==> src/rtl/chain_cmd_pkg.sv <==
package chain_cmd_pkg;

    localparam int FRAME_W = 32;
    localparam int DEV_W   = 5;
    localparam int REG_W   = 6;
    localparam int DATA_W  = 8;
    localparam int CODE_W  = 8;
    // header fields plus the always-zero bit 11
    localparam int COVER_W = DEV_W + REG_W + DATA_W + 2;

    localparam logic [CODE_W-1:0] CHK_POLY = 8'h2F;
    localparam logic [2:0]        TRAILER  = 3'b010;

    typedef struct packed {
        logic [DEV_W-1:0]  dev;
        logic [REG_W-1:0]  regaddr;
        logic [DATA_W-1:0] data;
        logic              bcast;
    } cmd_t;

    typedef struct packed {
        logic [DEV_W-1:0]  dev;
        logic [REG_W-1:0]  regaddr;
        logic [DATA_W-1:0] data;
        logic              bcast;
        logic              pad;
        logic [CODE_W-1:0] code;
        logic [2:0]        trailer;
    } frame_t;

    typedef enum logic [1:0] {
        TX_IDLE,
        TX_SHIFT,
        TX_GAP
    } tx_state_e;

    // One byte through the CRC-8 generator, zero seed, byte-at-once form.
    function automatic logic [CODE_W-1:0] crc8_byte(input logic [CODE_W-1:0] x);
        logic [CODE_W-1:0] r;
        r = x;
        for (int i = 0; i < 8; i++) begin
            r = r[CODE_W-1] ? ((r << 1) ^ CHK_POLY) : (r << 1);
        end
        return r;
    endfunction

endpackage

==> src/rtl/chain_check_code.sv <==
module chain_check_code
    import chain_cmd_pkg::*;
#(
    parameter int COVER_BITS = COVER_W
) (
    input  logic [COVER_BITS-1:0] covered,
    output logic [CODE_W-1:0]     code
);
    localparam int NBYTES = (COVER_BITS + 7) / 8;
    localparam int PAD_W  = NBYTES * 8;

    logic [PAD_W-1:0]  padded;
    logic [CODE_W-1:0] stage [NBYTES];

    assign padded   = PAD_W'(covered);
    assign stage[0] = padded[PAD_W-1 -: 8];

    // Each step runs the table on the running value and folds in the next
    // byte; the final byte is folded in without another table step.
    for (genvar k = 0; k < NBYTES - 1; k++) begin : g_step
        assign stage[k+1] = crc8_byte(stage[k]) ^ padded[(NBYTES-2-k)*8 +: 8];
    end

    assign code = stage[NBYTES-1];

endmodule

==> src/rtl/chain_frame_pack.sv <==
module chain_frame_pack
    import chain_cmd_pkg::*;
(
    input  cmd_t   cmd,
    output frame_t frame
);
    logic [COVER_W-1:0] covered;
    logic [CODE_W-1:0]  code;

    assign covered = {cmd, 1'b0};

    chain_check_code #(.COVER_BITS(COVER_W)) u_code (
        .covered (covered),
        .code    (code)
    );

    always_comb begin
        frame.dev     = cmd.dev;
        frame.regaddr = cmd.regaddr;
        frame.data    = cmd.data;
        frame.bcast   = cmd.bcast;
        frame.pad     = 1'b0;
        frame.code    = code;
        frame.trailer = TRAILER;
    end

endmodule

==> src/rtl/chain_spi_shifter.sv <==
module chain_spi_shifter
    import chain_cmd_pkg::*;
#(
    parameter int HALF_DIV = 36
) (
    input  logic               clk,
    input  logic               rst,
    input  logic               start,
    input  logic [FRAME_W-1:0] frame_i,
    output logic               busy,
    output logic               done,
    output logic               sclk,
    output logic               cs_n,
    output logic               mosi
);
    localparam int BIT_CYC = 2 * HALF_DIV;
    localparam int CNT_W   = $clog2(BIT_CYC + 1);
    localparam int IDX_W   = $clog2(FRAME_W);
    localparam int LOW_CYC = FRAME_W * BIT_CYC;
    localparam int LOW_W   = $clog2(LOW_CYC + 2);

    tx_state_e          state;
    logic [CNT_W-1:0]   div_cnt;
    logic [IDX_W-1:0]   bit_idx;
    logic               hi_phase;
    logic [FRAME_W-1:0] shreg;

    assign busy = (state != TX_IDLE);

    always_ff @(posedge clk) begin
        if (rst) begin
            state    <= TX_IDLE;
            div_cnt  <= '0;
            bit_idx  <= '0;
            hi_phase <= 1'b0;
            shreg    <= '0;
            sclk     <= 1'b0;
            cs_n     <= 1'b1;
            mosi     <= 1'b0;
            done     <= 1'b0;
        end else begin
            done <= 1'b0;
            unique case (state)
                TX_IDLE: begin
                    if (start) begin
                        shreg    <= frame_i;
                        state    <= TX_SHIFT;
                        cs_n     <= 1'b0;
                        sclk     <= 1'b1;
                        hi_phase <= 1'b1;
                        mosi     <= frame_i[FRAME_W-1];
                        bit_idx  <= '0;
                        div_cnt  <= '0;
                    end
                end
                TX_SHIFT: begin
                    if (div_cnt == CNT_W'(HALF_DIV - 1)) begin
                        div_cnt <= '0;
                        if (hi_phase) begin
                            sclk     <= 1'b0;
                            hi_phase <= 1'b0;
                        end else if (bit_idx == IDX_W'(FRAME_W - 1)) begin
                            cs_n  <= 1'b1;
                            mosi  <= 1'b0;
                            done  <= 1'b1;
                            state <= TX_GAP;
                        end else begin
                            bit_idx  <= bit_idx + 1'b1;
                            sclk     <= 1'b1;
                            hi_phase <= 1'b1;
                            mosi     <= shreg[FRAME_W-2-int'(bit_idx)];
                        end
                    end else begin
                        div_cnt <= div_cnt + 1'b1;
                    end
                end
                TX_GAP: begin
                    if (div_cnt == CNT_W'(BIT_CYC - 1)) begin
                        div_cnt <= '0;
                        state   <= TX_IDLE;
                    end else begin
                        div_cnt <= div_cnt + 1'b1;
                    end
                end
                default: state <= TX_IDLE;
            endcase
        end
    end

    // Window counter backing the chip-select length check.
    logic [LOW_W-1:0] low_cnt;
    always_ff @(posedge clk) begin
        if (rst)        low_cnt <= '0;
        else if (!cs_n) low_cnt <= low_cnt + 1'b1;
        else            low_cnt <= '0;
    end

    p_idle_clk_low_r4: assert property (@(posedge clk) disable iff (rst)
        cs_n |-> !sclk);

    p_mosi_hold_r4: assert property (@(posedge clk) disable iff (rst)
        $fell(sclk) |-> $stable(mosi));

    p_cs_len_r5: assert property (@(posedge clk) disable iff (rst)
        $rose(cs_n) |-> (low_cnt == LOW_W'(LOW_CYC)));

    p_cs_busy_r5: assert property (@(posedge clk) disable iff (rst)
        !cs_n |-> busy);

    p_start_ignored_r6: assert property (@(posedge clk) disable iff (rst)
        (busy && start) |=> $stable(shreg));

    p_done_at_cs_rise_r7: assert property (@(posedge clk) disable iff (rst)
        done |-> $rose(cs_n));

    p_done_single_r7: assert property (@(posedge clk) disable iff (rst)
        done |=> !done);

endmodule

==> src/rtl/chain_cmd_tx.sv <==
module chain_cmd_tx
    import chain_cmd_pkg::*;
#(
    parameter int HALF_DIV = 36
) (
    input  logic         clk,
    input  logic         rst,
    input  logic         start,
    input  logic [4:0]   dev_addr,
    input  logic [5:0]   reg_addr,
    input  logic [7:0]   wr_data,
    input  logic         bcast,
    output logic         busy,
    output logic         done,
    output logic         sclk,
    output logic         cs_n,
    output logic         mosi
);
    cmd_t   cmd;
    frame_t frame;

    always_comb begin
        cmd.dev     = dev_addr;
        cmd.regaddr = reg_addr;
        cmd.data    = wr_data;
        cmd.bcast   = bcast;
    end

    chain_frame_pack u_pack (
        .cmd   (cmd),
        .frame (frame)
    );

    chain_spi_shifter #(.HALF_DIV(HALF_DIV)) u_shift (
        .clk     (clk),
        .rst     (rst),
        .start   (start),
        .frame_i (frame),
        .busy    (busy),
        .done    (done),
        .sclk    (sclk),
        .cs_n    (cs_n),
        .mosi    (mosi)
    );

endmodule

==> config.mk <==
export PLATFORM = sky130hd
export DESIGN_NAME = chain_cmd_tx
export DESIGN_NICKNAME = d
export VERILOG_FILES = /design/src/rtl/chain_cmd_pkg.sv /design/src/rtl/chain_check_code.sv /design/src/rtl/chain_frame_pack.sv /design/src/rtl/chain_spi_shifter.sv /design/src/rtl/chain_cmd_tx.sv
export SDC_FILE = /design/constraint.sdc
export NUM_CORES = 1
export LEC_CHECK = 0
export CORE_MARGIN = 2
export CORE_UTILIZATION = 35
export CTS_CLUSTER_SIZE = 24
export DETAILED_ROUTE_END_ITERATION = 10
export GPL_TIMING_DRIVEN = 0
export HOLD_SLACK_MARGIN = 0.12
export SETUP_SLACK_MARGIN = 0.1
export SYNTH_ARGS = -nofsm -noshare
export SYNTH_HDL_FRONTEND = slang
export SYNTH_HIERARCHICAL = 1
export SYNTH_SLANG_ARGS = --single-unit
==> constraint.sdc <==
create_clock -name clk -period 2.4 [get_ports clk]
set_clock_uncertainty 0.15 [all_clocks]
set_input_delay 0.6 -clock clk [delete_from_list [all_inputs] [get_ports clk]]
set_output_delay 0.6 -clock clk [all_outputs]
set_load 0.01 [all_outputs]
## Word-level counts from Yosys, hierarchy flattened

Cells that the tools add are included.

- Input port bits: 23
- Output and inout port bits: 5
- Register bits after elaboration: 48

- Equality and inequality tests: 12
- Bitwise operators: 17
- Reductions and logical operators: 13
- Add/sub/neg operators: 3
- Magnitude comparators: 1
- Multiplexer cells: 51

Operators with widths:

| operator | number |
|---|---|
| two-way mux 6 bit | 13 |
| inverter 5 bit | 13 |
| less-than comparator 32 x 7 -> 1 bit (second input constant) | 1 |
| two-way mux 7 bit | 3 |
| one-hot mux 7 bit (3 select lines) | 1 |
| two-way mux 5 bit | 4 |
| two-way mux 1 bit | 18 |
| bitwise XOR 8 bit | 2 |
| AND reduction 5 bit | 3 |
| two-way mux 2 bit | 5 |
| one-hot mux 5 bit (2 select lines) | 1 |
| one-hot mux 1 bit (2 select lines) | 4 |
| AND reduction 4 bit | 2 |
| adder 7 x 1 -> 7 bit (second input constant) | 1 |
| == test 7 x 6 -> 1 bit (second input constant) | 1 |
| == test 7 bit (second input constant) | 1 |
| inequality test 2 x 1 -> 1 bit (second input constant) | 3 |
| inequality test 2 bit (second input constant) | 3 |
| one-hot mux 2 bit (3 select lines) | 1 |
| subtractor 5 x 5 -> 6 bit (first input constant) | 1 |
| adder 5 x 1 -> 5 bit (second input constant) | 1 |
| binary-select mux 1 bit (select 5 bit) | 1 |
| == test 5 bit (second input constant) | 1 |
| AND reduction 2 bit | 2 |
| other kinds (9) | 11 |

## Longest topological paths before layout

Gate-level depths: netlist of the first run.

- Word-level depth: 28
- Mapped depth: 9
- Gate-level depth less buffers: 8

## By module

Netlist of the first run, hierarchy kept.

Modules (own cells, without submodules):

| module | area each (um^2) | instances | cells an instance | seq. area each (um^2) |
|---|---|---|---|---|
| chain_spi_shifter | 2,608.8 | 1 | 304 | 1,021.0 |
| chain_check_code | 478.0 | 1 | 36 | 0.0 |
| chain_frame_pack | 187.7 | 1 | 26 | 0.0 |

## Least setup slack after synthesis of the first run

No wires, ideal clock.

- Path type: reg2reg
- From: register u_shift.bit_idx[0]
- To: register u_shift.bit_idx[3]
- Data arrival time: 1,944 ps
- Required time: 2,121 ps
- Clock period less this slack: 2,222 ps
- Path slack: 178 ps
- Cell stages (with the launch flop): 10
- Cells stage by stage: dfxtp_1 > ha_1 > and3_1 > ha_1 > o21ai_0 > or3b_1 > buf_2 > nor2_4 > xnor2_1 > nor3_2

- Cells in the longest elaborated chain, start to end: 5
- Elaborated cells on any way between the ends: 8
- Classes of those cells: 1 x add/sub; 2 x eq/ne; 4 x mux; 1 x reduce/logical

Ends and longest elaborated chain:

| item | RTL line | RTL |
|---|---|---|
| start, declared | chain_spi_shifter.sv:24 | `logic [IDX_W-1:0] bit_idx;` |
| start signal, assigned | chain_spi_shifter.sv:68 | `bit_idx <= bit_idx + 1'b1;` |
| adder 5 x 1 -> 5 bit | chain_spi_shifter.sv:68 |  |
| two-way mux 5 bit | chain_spi_shifter.sv:62 | `end else if (bit_idx == IDX_W'(FRAME_W - 1)) begin` |
| two-way mux 5 bit | chain_spi_shifter.sv:59 | `if (hi_phase) begin` |
| two-way mux 5 bit | chain_spi_shifter.sv:57 | `if (div_cnt == CNT_W'(HALF_DIV - 1)) begin` |
| one-hot mux 5 bit (2 select lines) | chain_spi_shifter.sv:43 | `unique case (state)` |

Several ways; a longest one is shown, not always the timed one. The select of a mux whose other input is x is not followed.
A chain may end at the register's enable or synchronous reset.

## Worst setup path after layout of the first run

- From: register u_shift.bit_idx[0]
- To: register u_shift.mosi

- Cells in the longest elaborated chain, start to end: 8
- Elaborated cells on any way between the ends: 9
- Classes of those cells: 1 x add/sub; 1 x eq/ne; 7 x mux

Ends and longest elaborated chain:

| item | RTL line | RTL |
|---|---|---|
| subtractor 5 x 5 -> 6 bit | chain_spi_shifter.sv:71 | `mosi <= shreg[FRAME_W-2-int'(bit_idx)];` |
| binary-select mux 1 bit (select 5 bit) | chain_spi_shifter.sv:71 |  |
| two-way mux 1 bit (implied by the code) (2 in a row) | chain_spi_shifter.sv:71 |  |
| two-way mux 1 bit (*) | chain_spi_shifter.sv:62 |  |
| two-way mux 1 bit (*) | chain_spi_shifter.sv:59 |  |
| two-way mux 1 bit (*) | chain_spi_shifter.sv:57 |  |
| one-hot mux 1 bit (2 select lines) (*) | chain_spi_shifter.sv:43 |  |
| end signal, assigned | chain_spi_shifter.sv:51 | `mosi <= frame_i[FRAME_W-1];` |
| end signal, assigned | chain_spi_shifter.sv:71 |  |
| end, declared | chain_spi_shifter.sv:14 | `output logic mosi` |

Mark *: on every way between the ends. The rest lies on a longest branch, timed or not. The select of a mux whose other input is x is not followed.

==> results.json, run 1 <==
{
  "outcome": "finished, final reports clean",
  "final_nets": 438,
  "synthToLayoutAreaGrowth_pct": 19.1,
  "gr-usage-met3_pct": 2.64,
  "synth_fa_ha_area_share_pct": 3.44,
  "drv_cap": 0,
  "clock_sinks": 51,
  "leakage_nw": 1.57,
  "finalSetupViolCount": 0,
  "slew_violations": 0,
  "syn_area_per_cell_um2": 8.95,
  "hold_viol_final": 0,
  "post-route-drc-count": 0,
  "htreeDepth": 2,
  "synth-edff-count": 0,
  "yosysWarnings": 6,
  "worst_ir_drop_vdd_mv": 0.292,
  "grt_pass1_wl_mm": 11.9,
  "tns_ns": 0,
  "cp_data_arrival_time_ns": 2.30,
  "power_switching_mw": 1.13,
  "gp_congestion": 0.812,
  "synthMuxAreaShare_pct": 8.18,
  "grt_antenna_before_repair": 0,
  "cts_tree": "yes",
  "synth_cell_types": 55,
  "power.density_nw_per_um2": 788,
  "ant_nets": 0,
  "synthArstFlopShare_pct": 0,
  "critPathKind": "flip-flop to flip-flop",
  "clock_power_share_pct": 20.2,
  "vias_per_cell": 4.87,
  "ioPinCount": 28,
  "final_area_um2": 3900,
  "cp-end-kind": "flip-flop",
  "synth_xor_xnor_area_share_pct": 17.2,
  "power.total_mw": 3.07,
  "fin_crit_sh_pct": 92.4,
  "fin_crit_ns": 2.22,
  "crit_required_ns": 2.48,
  "dp.cells": 507,
  "diodes": 0,
  "switching_share_pct": 36.9,
  "portBuffers": 27,
  "post-route-util_pct": 42.6,
  "synth-compound-area-share_pct": 12.0,
  "slew_headroom_pct": 64.5,
  "die_area_um2": 10100,
  "regToRegEndpoint": "u_shift/mosi",
  "yosys-top-cells-area": "dfxtp_1 31%, nand2_1 8.5%, a21oi_1 6.4%, xnor2_1 6.2%, buf_4 5.7%",
  "cp_max_fo": 9,
  "rsz0062_at_grt": "false",
  "grt_max_degree": 17,
  "hpwlAfterDp_mm": 5.49,
  "gr-usage-met2_pct": 25.4,
  "synth_top_family_by_area": "simple AND/OR/NAND/NOR gates",
  "max_freq_mhz": 451,
  "seqPwrFrac_pct": 35.6,
  "multi_input_area_um2": 2020,
  "dp_slack_ns": -0.447,
  "gr-usage-met1_pct": 19.0,
  "grt-ovfl-total": 0,
  "fp.dieW_um": 101,
  "ys_seq_area_share_pct": 31.2,
  "final_cell_mix": "74 x nand2_1, 49 x dfxtp_1, 42 x a21oi_1",
  "hold_path_depth": 2,
  "cts_buffers": 5,
  "holdPathEnd": "u_shift/shreg[4]",
  "hp-class": "flip-flop to flip-flop",
  "wirelength_mm": 7.16,
  "p_int_mw": 1.94,
  "die_y_um": 101,
  "synth_cells": 366,
  "start_util_pct": 35.8,
  "tightest_slew_ns": 0.532,
  "critPathLaunchType": "flip-flop",
  "clockBufferDepth": 2,
  "pwr-share-comb_pct": 44.2,
  "fin_hold_ws_ns": 0.307,
  "firstDrtPassIters": 4,
  "holdCritStartpoint": "u_shift/shreg[4]",
  "ys.flop_type": "dfxtp_1",
  "synth_top_cell_area_share_pct": 31.2,
  "rows": 35,
  "first_iter_violations": 85,
  "clk_latency_ns": 0.31,
  "core_um2": 9150,
  "layout-drive-gt1-share_pct": 16.2,
  "grt.total_usage_pct": 14.8,
  "grt_pass1_vias": 2407,
  "ctsHoldBuffers": 0,
  "layout_commonest_cell": "nand2_1",
  "synth_area_leader_cell": "dfxtp_1",
  "reg2reg_from": "u_shift/bit_idx[0]",
  "vias": 2523,
  "wire_per_inst_um": 13.8,
  "place_area_um2": 3690,
  "gr-max-usage-layer": "met2",
  "fin_cells": 518,
  "seqCellArea_um2": 1030,
  "reg2reg_depth": 7,
  "layout_setup_ws_ns": 0.182,
  "syn_area_um2": 3270,
  "n_fill_cell": 937,
  "yosys_register_bits": 51,
  "cts_root_buffer": "clkbuf_8",
  "clk_pin_slew_ns": 0.11,
  "reg2reg_slack_ns": 0.18,
  "yosys.area_share.simple_pct": 18.7
}
==> critical path: stages (launching register included) <==
cell and delay [ns]:
dfxtp_4 0.38, ha_1 0.31, buf_8 0.15, mux4_2 0.36
mux2i_4 0.08, a2111oi_2 0.40, a21oi_1 0.13, o211ai_1 0.16
==> routing by layer <==
| metal | up-vias | part of all wire [%] |
|---|---|---|
| li1 | 1292 | - |
| met3 | 7 | 2.9 |
| met4 | 0 | 1.1 |
| met1 | 1183 | 47 |
| met2 | 41 | 49 |
| met5 | - | 0 |
==> worst max path at each step <==
stage,start,end,depth (start not counted)
finish,u_shift/bit_idx[0],u_shift/mosi,7
global route,u_shift/div_cnt[0],u_shift/div_cnt[0],7
CTS,u_shift/bit_idx[0],u_shift/bit_idx[3],9
detailed placement,reg_addr[2],u_shift/shreg[8],6
global placement,reg_addr[2],u_shift/shreg[8],6
floorplan,u_shift/bit_idx[0],u_shift/bit_idx[3],9
==> state kept, by name (all words and copies together) (netlist names) <==
| signal | count |
|---|---|
| u_shift/hi_phase | 1 |
| u_shift/state | 2 |
| u_shift/div_cnt | 7 |
| u_shift/done | 1 |
| u_shift/sclk | 1 |
| u_shift/bit_idx | 5 |
| u_shift/shreg | 32 |
| u_shift/cs_n | 1 |
| u_shift/mosi | 1 |
==> repair_timing <==
item	CTS	global route
gates resized for setup	16	14
hold endpoints to repair	0	0
setup buffers	2	1
pin swaps	4	2
setup endpoints to repair	10	13
==> power groups by stage <==
stage	registers [mW]	clock network (mW)	logic, mW
final	1.09	0.621	1.36
after global routing	1.12	0.675	1.50
after CTS	1.10	0.644	1.33
after detailed placement	1.11	0	1.31
after global placement	1.11	0	1.29
after floorplan	1.09	0	0.959
==> Yosys cell counts (2+ instances only) <==
| cell type | n |
|---|---|
| mux4_1 | 7 |
| a21oi_1 | 42 |
| buf_2 | 3 |
| nand2b_1 | 2 |
| nor2_1 | 18 |
| nand2_1 | 74 |
| nand3b_1 | 2 |
| nor3_1 | 2 |
| xor2_1 | 10 |
| xnor3_1 | 7 |
| dfxtp_1 | 51 |
| o21bai_1 | 2 |
| inv_1 | 8 |
| nor2b_1 | 3 |
| mux2i_1 | 5 |
| conb_1 | 2 |
| xnor2_1 | 23 |
| and2_1 | 2 |
| buf_4 | 25 |
| o211ai_1 | 3 |
| ha_1 | 9 |
| clkbuf_1 | 12 |
| nand3_1 | 7 |
| a31oi_1 | 2 |
| xnor3_2 | 2 |
| and3_1 | 3 |
| nand4_1 | 4 |
| o21ai_0 | 8 |
| nor3b_4 | 2 |
==> logic make-up (layout without fill, tap and decap cells) <==
| group | count (synthesis) | after routing |
|---|---|---|
| XOR/XNOR | 45 | 45 |
| flip-flops | 51 | 51 |
| AND/OR/NAND/NOR | 127 | 127 |
| multiplexers | 14 | 14 |
| adder cells (fa/ha/maj) | 9 | 9 |
| other | 2 | 5 |
| buffers and inverters | 51 | 89 |
| AO/OA/AOI/OAI | 67 | 67 |
==> area by class of cell <==
type,instances,share of cell area [%]
inverter,8,0.770
clock buffer,6,1.86
clock inverter,2,0.994
tap,111,3.56
buffer,43,7.18
sequential,51,26.4
timing repair buffer,30,7.38
multi-input combinational,267,51.9
No activity file was read; power rests on OpenSTA's default activity.
==> run 2: changes to the inputs <==
--- a/config.mk
+++ b/config.mk
@@ -11,6 +11,7 @@
 export DETAILED_ROUTE_END_ITERATION = 10
 export GPL_TIMING_DRIVEN = 0
 export HOLD_SLACK_MARGIN = 0.12
+export MAX_ROUTING_LAYER = met4
 export SETUP_SLACK_MARGIN = 0.1
 export SYNTH_ARGS = -nofsm -noshare
 export SYNTH_HDL_FRONTEND = slang
==> run 2 against run 1 <==
Cell count stayed put. Sequential power hardly changed. Count of clock-buffer cells in the layout stayed put. Non-clock buffer count is the same. Total power fell by 0.12%. Wire length about the same. Sequential share of layout area stayed put. Critical endpoint unchanged.
==> results.json, run 2 (same netlist as run 1, synthesis figures left out) <==
{
  "outcome": "finished, final reports clean",
  "die_area_um2": 10100,
  "cts_buffers": 5,
  "start_util_pct": 35.8,
  "cts_tree": "yes",
  "clock_power_share_pct": 20.1,
  "worst_ir_drop_vdd_mv": 0.290,
  "p_int_mw": 1.94,
  "synthToLayoutAreaGrowth_pct": 19.1,
  "critPathLaunchType": "flip-flop",
  "diodes": 0,
  "hold_path_depth": 2,
  "clock_sinks": 51,
  "final_cell_mix": "74 x nand2_1, 49 x dfxtp_1, 42 x a21oi_1",
  "pwr-share-comb_pct": 44.2,
  "layout_commonest_cell": "nand2_1",
  "rows": 35,
  "ioPinCount": 28,
  "crit_chain": "ha_1 -> buf_8 -> mux4_2 -> mux2i_4 -> a2111oi_2 -> a21oi_1 -> o211ai_1",
  "cp-end-kind": "flip-flop",
  "first_iter_violations": 88,
  "vias_per_cell": 4.90,
  "tns_ns": 0,
  "firstDrtPassIters": 6,
  "power_switching_mw": 1.13,
  "holdCritStartpoint": "u_shift/shreg[4]",
  "wirelength_mm": 7.15,
  "n_fill_cell": 937,
  "reg2reg_from": "u_shift/bit_idx[0]",
  "drv_cap": 0,
  "rsz0062_at_grt": "false",
  "fin_crit_sh_pct": 92.3,
  "htreeDepth": 2,
  "largest_register_ffs": 32,
  "critPathKind": "flip-flop to flip-flop",
  "tightest_slew_ns": 0.544,
  "clk_latency_ns": 0.31,
  "fp.dieW_um": 101,
  "power.total_mw": 3.07,
  "final_area_um2": 3900,
  "layout_setup_ws_ns": 0.185,
  "regToRegEndpoint": "u_shift/mosi",
  "vias": 2536,
  "grt_antenna_before_repair": 0,
  "layout-drive-gt1-share_pct": 16.2,
  "reg_top3": "u_shift/shreg: 32 flops, u_shift/div_cnt: 7 flops, u_shift/bit_idx: 5 flops",
  "grt_pass1_vias": 2405,
  "wire_per_inst_um": 13.8,
  "hold_viol_final": 0,
  "core_um2": 9150,
  "ant_nets": 0,
  "ctsHoldBuffers": 0,
  "clk_pin_slew_ns": 0.11,
  "die_y_um": 101,
  "cp_data_arrival_time_ns": 2.29,
  "power.density_nw_per_um2": 787,
  "switching_share_pct": 36.8,
  "cts_root_buffer": "clkbuf_8",
  "crit_required_ns": 2.48,
  "grt.total_usage_pct": 15.2,
  "finalSetupViolCount": 0,
  "post-route-util_pct": 42.6,
  "hp-class": "flip-flop to flip-flop",
  "grt-ovfl-total": 0,
  "clockBufferDepth": 2,
  "top_register": "u_shift/shreg",
  "grt_max_degree": 17,
  "slowest_delay_ns": 0.40,
  "gp_congestion": 0.824,
  "slowest_stage": "a2111oi_2",
  "dp_slack_ns": -0.447,
  "holdPathEnd": "u_shift/shreg[4]",
  "leakage_nw": 1.57,
  "cp_max_fo": 9,
  "place_area_um2": 3690,
  "slew_headroom_pct": 63.7,
  "post-route-drc-count": 0,
  "hpwlAfterDp_mm": 5.49,
  "slew_violations": 0,
  "reg2reg_slack_ns": 0.19,
  "reg2reg_depth": 7,
  "crit_start": "u_shift/bit_idx[0]",
  "final_nets": 438,
  "portBuffers": 27,
  "seqPwrFrac_pct": 35.7,
  "max_freq_mhz": 452,
  "fin_crit_ns": 2.21,
  "grt_pass1_wl_mm": 11.9
}
run 2: metal layers:
metal	wire length (µm)	global-route usage, %	share of wire [%]	vias to the layer above
li1	-	-	-	1292
met1	3370	19.1	47	1190
met2	3500	25.3	49	47
met3	213	2.43	3.0	7
met4	72	4.11	1.0	0
met5	0	-	0	-
run 2: worst max path at each step:
stage,to
finish,u_shift/mosi
global route,u_shift/bit_idx[3]
CTS,u_shift/bit_idx[3]
detailed placement,u_shift/shreg[8]
global placement,u_shift/shreg[8]
floorplan,u_shift/bit_idx[3]
run 2: worst max-delay path: cells and delay by family, from the launching register on:
| family | cells | cell delay, ns |
|---|---|---|
| muxes | 2 | 0.44 |
| adders and majority gates | 1 | 0.31 |
| AOI/OAI and AO/OA | 3 | 0.69 |
| buffers and inverters | 1 | 0.15 |
| DFF | 1 | 0.38 |
run 2: final cells by class:
cell class,count,area [µm²],share of cell area [%]
clock inverters,2,38.8,0.994
repair buffers,30,288,7.38
multi-input cells,267,2020,51.9
clock buffers,6,72.6,1.86
inverters,8,30.0,0.770
flip-flops and latches,51,1030,26.4
well taps,111,139,3.56
plain buffers,43,280,7.18
run 2: power groups by stage:
| stage | clock [mW] | combinational [mW] | sequential [mW] |
|---|---|---|---|
| after floorplan | 0 | 0.959 | 1.09 |
| after global placement | 0 | 1.29 | 1.11 |
| after detailed placement | 0 | 1.31 | 1.11 |
| after CTS | 0.644 | 1.33 | 1.10 |
| after global routing | 0.675 | 1.50 | 1.12 |
| final | 0.618 | 1.36 | 1.09 |
run 2: metrics by stage:
step | hold WS, ns | instances
floorplan | 0.282 | 369
global placement | 0.290 | 507
detailed placement | 0.296 | 507
CTS | 0.310 | 517
global route | 0.329 | 518
finish | 0.307 | 518
run 2: timing repair:
item / 4_1_cts / 5_1_grt
gates resized for setup: 16 / 14
endpoints found under the setup margin: 10 / 13
setup buffers: 2 / 1
pin swaps: 4 / 2
